## src/rtl/mains_rtc_pkg.sv

```systemverilog
package mains_rtc_pkg;
  localparam int unsigned NUM_FIELDS = 8;
  localparam logic [3:0] A_TENTH = 4'd0;
  localparam logic [3:0] A_SEC   = 4'd1;
  localparam logic [3:0] A_MIN   = 4'd2;
  localparam logic [3:0] A_HOUR  = 4'd3;
  localparam logic [3:0] A_DOW   = 4'd4;
  localparam logic [3:0] A_DATE  = 4'd5;
  localparam logic [3:0] A_MONTH = 4'd6;
  localparam logic [3:0] A_YEAR  = 4'd7;
  localparam logic [3:0] A_CTRL  = 4'd8;

  function automatic logic [6:0] bcd_to_bin(input logic [7:0] d);
    return 7'(d[7:4]) * 7'd10 + 7'(d[3:0]);
  endfunction

  function automatic logic [7:0] bin_to_bcd(input logic [6:0] b);
    return {4'(b / 7'd10), 4'(b % 7'd10)};
  endfunction

  function automatic logic [7:0] bcd_inc(input logic [7:0] d);
    return (d[3:0] == 4'd9) ? {d[7:4] + 4'd1, 4'd0} : {d[7:4], d[3:0] + 4'd1};
  endfunction
endpackage

```

## src/rtl/mains_rtc_presc.sv

```systemverilog
module mains_rtc_presc #(
  parameter int unsigned DIV_50      = 5,
  parameter int unsigned DIV_60      = 6,
  parameter int unsigned SYNC_STAGES = 2
) (
  input  logic clk_i,
  input  logic rst_ni,
  input  logic mains_i,
  input  logic sel60_i,
  input  logic run_i,
  input  logic clr_i,
  output logic tick_o
);
  localparam int unsigned DMAX = (DIV_50 > DIV_60) ? DIV_50 : DIV_60;
  localparam int unsigned CW   = $clog2(DMAX + 1);

  logic [SYNC_STAGES-1:0] sync_q;
  logic                   prev_q;
  logic [CW-1:0]          cnt_q;
  logic [CW-1:0]          last_cnt;
  logic                   rise, at_last;

  always_ff @(posedge clk_i or negedge rst_ni) begin
    if (!rst_ni) begin
      sync_q <= '0;
      prev_q <= 1'b0;
    end else begin
      sync_q <= {sync_q[SYNC_STAGES-2:0], mains_i};
      prev_q <= sync_q[SYNC_STAGES-1];
    end
  end

  assign rise     = sync_q[SYNC_STAGES-1] & ~prev_q;
  assign last_cnt = sel60_i ? CW'(DIV_60 - 1) : CW'(DIV_50 - 1);
  // >= so a mid-count switch from 60 to 50 Hz cannot skip the terminal count
  assign at_last  = (cnt_q >= last_cnt);

  always_ff @(posedge clk_i or negedge rst_ni) begin
    if (!rst_ni)             cnt_q <= '0;
    else if (clr_i)          cnt_q <= '0;
    else if (run_i && rise)  cnt_q <= at_last ? '0 : cnt_q + CW'(1);
  end

  assign tick_o = run_i & rise & at_last & ~clr_i;
endmodule

```

## src/rtl/mains_rtc_field.sv

```systemverilog
module mains_rtc_field
  import mains_rtc_pkg::*;
#(
  parameter logic [7:0] RST_VAL = 8'h00
) (
  input  logic       clk_i,
  input  logic       rst_ni,
  input  logic       inc_i,
  input  logic       load_i,
  input  logic [7:0] load_val_i,
  input  logic [7:0] min_i,
  input  logic [7:0] max_i,
  output logic [7:0] q_o,
  output logic       carry_o
);
  logic [7:0] q_q;

  always_ff @(posedge clk_i or negedge rst_ni) begin
    if (!rst_ni)     q_q <= RST_VAL;
    else if (load_i) q_q <= load_val_i;
    else if (inc_i)  q_q <= (q_q == max_i) ? min_i : bcd_inc(q_q);
  end

  assign q_o     = q_q;
  assign carry_o = inc_i & ~load_i & (q_q == max_i);
endmodule

```

## src/rtl/mains_rtc_mlen.sv

```systemverilog
module mains_rtc_mlen
  import mains_rtc_pkg::*;
(
  input  logic [7:0] month_i,
  input  logic [7:0] year_i,
  output logic [7:0] last_day_o
);
  logic [6:0] yb;
  assign yb = bcd_to_bin(year_i);

  always_comb begin
    unique case (month_i)
      8'h02:                      last_day_o = (yb[1:0] == 2'b00) ? 8'h29 : 8'h28;
      8'h04, 8'h06, 8'h09, 8'h11: last_day_o = 8'h30;
      default:                    last_day_o = 8'h31;
    endcase
  end
endmodule

```

## src/rtl/mains_rtc.sv

```systemverilog
module mains_rtc
  import mains_rtc_pkg::*;
#(
  parameter int unsigned DIV_50      = 5,
  parameter int unsigned DIV_60      = 6,
  parameter int unsigned SYNC_STAGES = 2
) (
  input  logic       clk_i,
  input  logic       rst_ni,
  input  logic       mains_i,
  input  logic       hz60_i,
  input  logic       wr_en_i,
  input  logic [3:0] wr_addr_i,
  input  logic [7:0] wr_data_i,
  input  logic [3:0] rd_addr_i,
  output logic [7:0] rd_data_o
);
  logic                  run_q, fail_q, mode12_q;
  logic                  clk_wr, tick;
  logic [NUM_FIELDS-1:0] fld_we, fld_inc, fld_ld, fld_cy;
  logic [7:0]            fld_q   [NUM_FIELDS];
  logic [7:0]            fld_min [NUM_FIELDS];
  logic [7:0]            fld_max [NUM_FIELDS];
  logic [7:0]            fld_d   [NUM_FIELDS];
  logic [7:0]            last_day;
  logic [6:0]            wr_h12, wr_h24, rd_hb, rd_hm, rd_h12;
  logic [7:0]            rd_h12_bcd, hour_view;
  logic                  rd_pm;

  assign clk_wr = wr_en_i && (wr_addr_i < A_CTRL);

  always_ff @(posedge clk_i or negedge rst_ni) begin
    if (!rst_ni) begin
      run_q    <= 1'b0;
      fail_q   <= 1'b1;
      mode12_q <= 1'b0;
    end else begin
      if (clk_wr) run_q <= 1'b1;
      if (wr_en_i && wr_addr_i == A_CTRL) begin
        mode12_q <= wr_data_i[0];
        if (!wr_data_i[7]) fail_q <= 1'b0;
      end
    end
  end

  mains_rtc_presc #(
    .DIV_50(DIV_50), .DIV_60(DIV_60), .SYNC_STAGES(SYNC_STAGES)
  ) presc_i (
    .clk_i(clk_i), .rst_ni(rst_ni), .mains_i(mains_i), .sel60_i(hz60_i),
    .run_i(run_q), .clr_i(clk_wr), .tick_o(tick)
  );

  mains_rtc_mlen mlen_i (
    .month_i(fld_q[A_MONTH]), .year_i(fld_q[A_YEAR]), .last_day_o(last_day)
  );

  // 12-hour write translation to internal 24-hour BCD
  assign wr_h12 = bcd_to_bin({3'b000, wr_data_i[4:0]});
  assign wr_h24 = ((wr_h12 == 7'd12) ? 7'd0 : wr_h12) + (wr_data_i[7] ? 7'd12 : 7'd0);

  always_comb begin
    for (int i = 0; i < NUM_FIELDS; i++) begin
      fld_we[i]  = wr_en_i && (wr_addr_i == 4'(i));
      fld_min[i] = 8'h00;
      fld_d[i]   = wr_data_i;
    end
    fld_min[A_DATE]  = 8'h01;
    fld_min[A_MONTH] = 8'h01;
    fld_max[A_TENTH] = 8'h09;
    fld_max[A_SEC]   = 8'h59;
    fld_max[A_MIN]   = 8'h59;
    fld_max[A_HOUR]  = 8'h23;
    fld_max[A_DOW]   = 8'h06;
    fld_max[A_DATE]  = last_day;
    fld_max[A_MONTH] = 8'h12;
    fld_max[A_YEAR]  = 8'h99;
    fld_d[A_TENTH]   = fld_we[A_TENTH] ? wr_data_i : 8'h00;
    fld_d[A_HOUR]    = mode12_q ? bin_to_bcd(wr_h24) : wr_data_i;
    fld_ld           = fld_we;
    fld_ld[A_TENTH]  = clk_wr;
    fld_inc[A_TENTH] = tick;
    fld_inc[A_SEC]   = fld_cy[A_TENTH];
    fld_inc[A_MIN]   = fld_cy[A_SEC];
    fld_inc[A_HOUR]  = fld_cy[A_MIN];
    fld_inc[A_DOW]   = fld_cy[A_HOUR];
    fld_inc[A_DATE]  = fld_cy[A_HOUR];
    fld_inc[A_MONTH] = fld_cy[A_DATE];
    fld_inc[A_YEAR]  = fld_cy[A_MONTH];
  end

  for (genvar g = 0; g < NUM_FIELDS; g++) begin : g_fld
    localparam logic [7:0] RV = (g == A_DATE || g == A_MONTH) ? 8'h01 : 8'h00;
    mains_rtc_field #(.RST_VAL(RV)) fld_i (
      .clk_i(clk_i), .rst_ni(rst_ni), .inc_i(fld_inc[g]), .load_i(fld_ld[g]),
      .load_val_i(fld_d[g]), .min_i(fld_min[g]), .max_i(fld_max[g]),
      .q_o(fld_q[g]), .carry_o(fld_cy[g])
    );
  end

  // 12-hour read view
  assign rd_hb      = bcd_to_bin(fld_q[A_HOUR]);
  assign rd_pm      = (rd_hb >= 7'd12);
  assign rd_hm      = rd_pm ? rd_hb - 7'd12 : rd_hb;
  assign rd_h12     = (rd_hm == 7'd0) ? 7'd12 : rd_hm;
  assign rd_h12_bcd = bin_to_bcd(rd_h12);
  assign hour_view  = mode12_q ? {rd_pm, 2'b00, rd_h12_bcd[4:0]} : fld_q[A_HOUR];

  always_comb begin
    if (rd_addr_i == A_CTRL)      rd_data_o = {fail_q, 6'b0, mode12_q};
    else if (rd_addr_i == A_HOUR) rd_data_o = hour_view;
    else if (rd_addr_i < A_CTRL)  rd_data_o = fld_q[rd_addr_i[2:0]];
    else                          rd_data_o = 8'h00;
  end
endmodule

```

## config.mk

```make
export PLATFORM = sky130hd
export DESIGN_NAME = mains_rtc
export DESIGN_NICKNAME = d
export VERILOG_FILES = /design/src/rtl/mains_rtc_pkg.sv /design/src/rtl/mains_rtc_presc.sv /design/src/rtl/mains_rtc_field.sv /design/src/rtl/mains_rtc_mlen.sv /design/src/rtl/mains_rtc.sv
export SDC_FILE = /design/constraint.sdc
export NUM_CORES = 1
export LEC_CHECK = 0
export BUFFER_PORTS_ARGS = -buffer_cell sky130_fd_sc_hd__buf_2
export CAP_MARGIN = 20
export CORE_MARGIN = 2
export CORE_UTILIZATION = 35
export DETAILED_ROUTE_END_ITERATION = 8
export MAX_ROUTING_LAYER = met4
export SLEW_MARGIN = 10
export SYNTH_ARGS = -nofsm -noshare
export SYNTH_HDL_FRONTEND = slang
export SYNTH_SLANG_ARGS = --single-unit
export TNS_END_PERCENT = 100
```

## constraint.sdc

```tcl
create_clock -name clk_i -period 5.7 [get_ports clk_i]
set_input_delay 0.285 -clock clk_i [delete_from_list [all_inputs] [get_ports clk_i]]
set_output_delay 0.285 -clock clk_i [all_outputs]
set_load 0.1 [all_outputs]
```

==> flow_summary.yaml <==
setup_path:
  ff2ff_path_depth: 12
  slowest_stage: "or4_4"
  critPathRequiredTime_ns: 5.41
  critPathCaptureType: "output pin"
  rr_startpoint: "presc_i.cnt_q[0]"
  crit_type: "reg2out"
  path_max_fanout: 5
  ff2ff_setup_slack_ns: 1.39
  cpMostUsedCell: "ha_4"
  max_stage_delay_ns: 0.56
  cp-start-kind: "flop"
  critPathLaunch: "g_fld[3].fld_i.q_o[4]"
  reg2reg_to: "g_fld[6].fld_i.q_o[7]"
  arrival_ns: 5.77
hold_path:
  min_path_type: "in2reg"
  hold_depth: 1
  whs_endpoint: "presc_i.sync_q[0]"
  hp-start: "mains_i"
sta:
  slew_headroom_pct: 13.6
  fin_skew_ns: 0.00741
  slew_viol_final: 0
  rsz0062_at_grt: "true"
  fin_crit_sh_pct: 106
  fin_crit_ns: 6.06
  hold_viol: 0
  hold_slack_ns: 0.0399
  finalSetupViolations: 4
  max_freq_mhz: 165
  worst_pin_slew_ns: 1.26
  finalWorstSetupSlack_ns: -0.359
clock_network:
  cts_root_buffer: "clkbuf_16"
  clock_latency_ns: 0.35
  cts_max_path_buffers: 2
  clkSinkCount: 73
  hold_buffers: 0
  clkSlewWorstSetupHoldPaths_ns: 0.06
  htreeDepth: 3
  cts_tree: "built"
  cts_buffers: 9
synth:
  synth_edf_count: 0
  ys_top_cells_by_area: "dfrtp_1, ha_1, o21ai_0"
  synth_top_area_share_pct: 26.2
  synth_cell_types: 90
  yosysWarnings: 0
  synth.yosys.seq_area_share_pct: 27.4
  synth_area_sq_um: 6690
  synthFlopType: "dfrtp_1"
  synthArstFlopShare_pct: 100
  synth-seq-cells: 73
  syn_nets: 894
  yosysTopAreaCell: "dfrtp_1"
  synth_area_per_cell_sq_um: 8.13
  netlist_instances: 822
power_and_ir_drop:
  finalPower_mw: 5.48
  powerDensity_nw_per_um2: 677
  pwr-share-seq_pct: 14.2
  switchingPower_mw: 2.50
  comb_power_share_pct: 74.8
  power_frac_clock_pct: 11.1
  peakVddDrop_uv: 495
  switching_share_pct: 45.6
  p_int_mw: 2.98
  p_leak_nw: 3.36
global_route:
  grt_usage_pct: 21.4
  grt_pass1_vias: 6146
  antenna_found_initial: 0
  grt_pass1_wl_um: 33000
  globalRouteOverflowTotal: 0
  grt_max_degree: 74
run_status:
  violations: "setup timing"
  status: "finished with violations"
finish:
  layout-drive-gt1-share_pct: 22.2
  fin_nets: 968
  syn_to_final_growth_pct: 21.1
  fill_cells: 1836
  n_antenna_cell: 0
  final-instance-count-excl-fill: 1135
place:
  gp_congestion: 0.872
  dp_cells: 1106
  dpl.hpwl_um: 15000
  io_buffers: 28
detailed_routing:
  wirelength_um: 20200
  dr.pass1.iters: 6
  vias: 6618
  viasPerCell: 5.83
  drc: 0
  wl_per_cell_um: 17.8
  drt_iter0_drc: 470
  antenna_left: 0
floorplan:
  rows: 50
  die_y_um: 142
  die-area_sq_um: 20200
  io_pins: 29
  core_area_sq_um: 18700
  initial_utilization_pct: 35.7
  die_w_um: 142
job:
  maxCapViolCount: 0
[Yosys cell counts (5+ instances only)]
cell type  count
o21ai_0       79
clkbuf_1      22
a31oi_1        8
mux2i_1       12
dfrtp_1       70
a22oi_1        7
mux4_2        12
nand2b_1      11
nand2_1       88
nand3_1       29
xor2_1        13
nor2_1        83
and3_1         5
xnor2_1       11
o21a_1         5
o311ai_0       5
nor3b_1        8
a22o_1         5
o31ai_1        5
inv_1         39
nand3b_1       6
nor2b_1       11
mux2_2         7
buf_1          6
ha_1          48
o22ai_1        8
a21oi_1       67
nand4_1        9
nor3_1        25
a211oi_1       8
[final cells by class]
| class | instances | area, sq um | area share [%] |
|---|---|---|---|
| clock buffers | 11 | 253 | 3.12 |
| clock inverters | 5 | 61.3 | 0.757 |
| inverters | 39 | 151 | 1.87 |
| multi-input cells | 677 | 4790 | 59.2 |
| flip-flops and latches | 73 | 1830 | 22.6 |
| well taps | 234 | 293 | 3.62 |
| repair buffers | 96 | 713 | 8.81 |
[flip-flops by register name, summed over array words and instances (netlist names)]
name	flops
presc_i.prev_q	1
mode12_q	1
presc_i.cnt_q	3
g_fld.fld_i.q_o	64
fail_q	1
run_q	1
presc_i.sync_q	2
[metal layers]
metal  vias to the layer above  share of wire [%]  global-route usage [%]
li1                       3193                  -                       -
met1                      3191                 47                    29.4
met2                       201                 45                    32.3
met3                        33                6.5                    4.41
met4                         0                1.7                    5.84
met5                         -                  0                       -
[cell families (layout without fill, tap and decap cells)]
group	after synthesis	after routing	synth area share [%]
buffers and inverters	72	151	4.27
multiplexers	31	31	7.02
XOR/XNOR	25	25	3.39
flip-flops	73	73	27.4
adder cells (fa/ha/maj)	51	51	9.88
AO/OA/AOI/OAI	250	250	23.9
AND/OR/NAND/NOR	320	320	24.2
[how the worst max path moves through the flow]
stage,endpoint,cells after the start
after floorplan,rd_data_o[2],25
after global placement,rd_data_o[3],27
after detailed placement,rd_data_o[1],27
after CTS,rd_data_o[1],26
after global routing,rd_data_o[4],27
final,rd_data_o[4],27
[power by group through the flow]
stage / combinational (mW) / clock (mW) / sequential, mW
after global placement: 3.46 / 0 / 0.774
after CTS: 3.86 / 0.620 / 0.769
after detailed placement: 3.50 / 0 / 0.775
after floorplan: 2.46 / 0 / 0.716
after global routing: 4.48 / 0.639 / 0.792
final: 4.10 / 0.607 / 0.777
[timing repair]
| item | CTS | global route |
|---|---|---|
| setup endpoints to repair | 4 | 4 |
| resized for setup | 6 | 16 |
| hold endpoints to repair | 0 | 0 |
| buffers inserted | 11 | 2 |
| pin swaps | 14 | 9 |
[worst max-delay path: cells and delay by family (launching register included)]
| kind | cells | cell delay (ns) |
|---|---|---|
| adders and majority gates | 4 | 0.79 |
| muxes | 1 | 0.24 |
| buffers and inverters | 4 | 0.38 |
| and+or+nand+nor | 12 | 2.61 |
| AOI/OAI and AO/OA | 6 | 0.98 |
| DFF | 1 | 0.43 |
[placed cells by master, fill, tap and decap left out, types with 8 or more instances in the layout]
cell / count
nand4_1: 9
a31oi_1: 8
nand2_1: 84
buf_2: 23
o22ai_1: 8
mux2i_1: 11
inv_1: 37
dfrtp_1: 68
o21ai_0: 76
clkbuf_16: 9
ha_1: 41
xnor2_1: 11
nor2_1: 82
nand2b_1: 11
nor2b_1: 11
nand3_1: 29
nor3_1: 23
xor2_1: 12
mux4_2: 12
a21oi_1: 66
buf_4: 69
nor3b_1: 8
[per-stage QoR]
step | instance area, sq um | util [%] | setup slack (ns) | TNS [ns]
4_1_cts | 8030 | 42.9 | -0.426 | -1.59
3_3_place_gp | 7590 | 40.6 | -0.107 | -0.215
6_report | 8100 | 43.3 | -0.359 | -1.31
5_1_grt | 8100 | 43.3 | -0.570 | -2.16
2_1_floorplan | 6820 | - | -0.579 | -1.12
3_5_place_dp | 7590 | 40.6 | -0.168 | -0.373
Power figures use the tool's default switching activity.
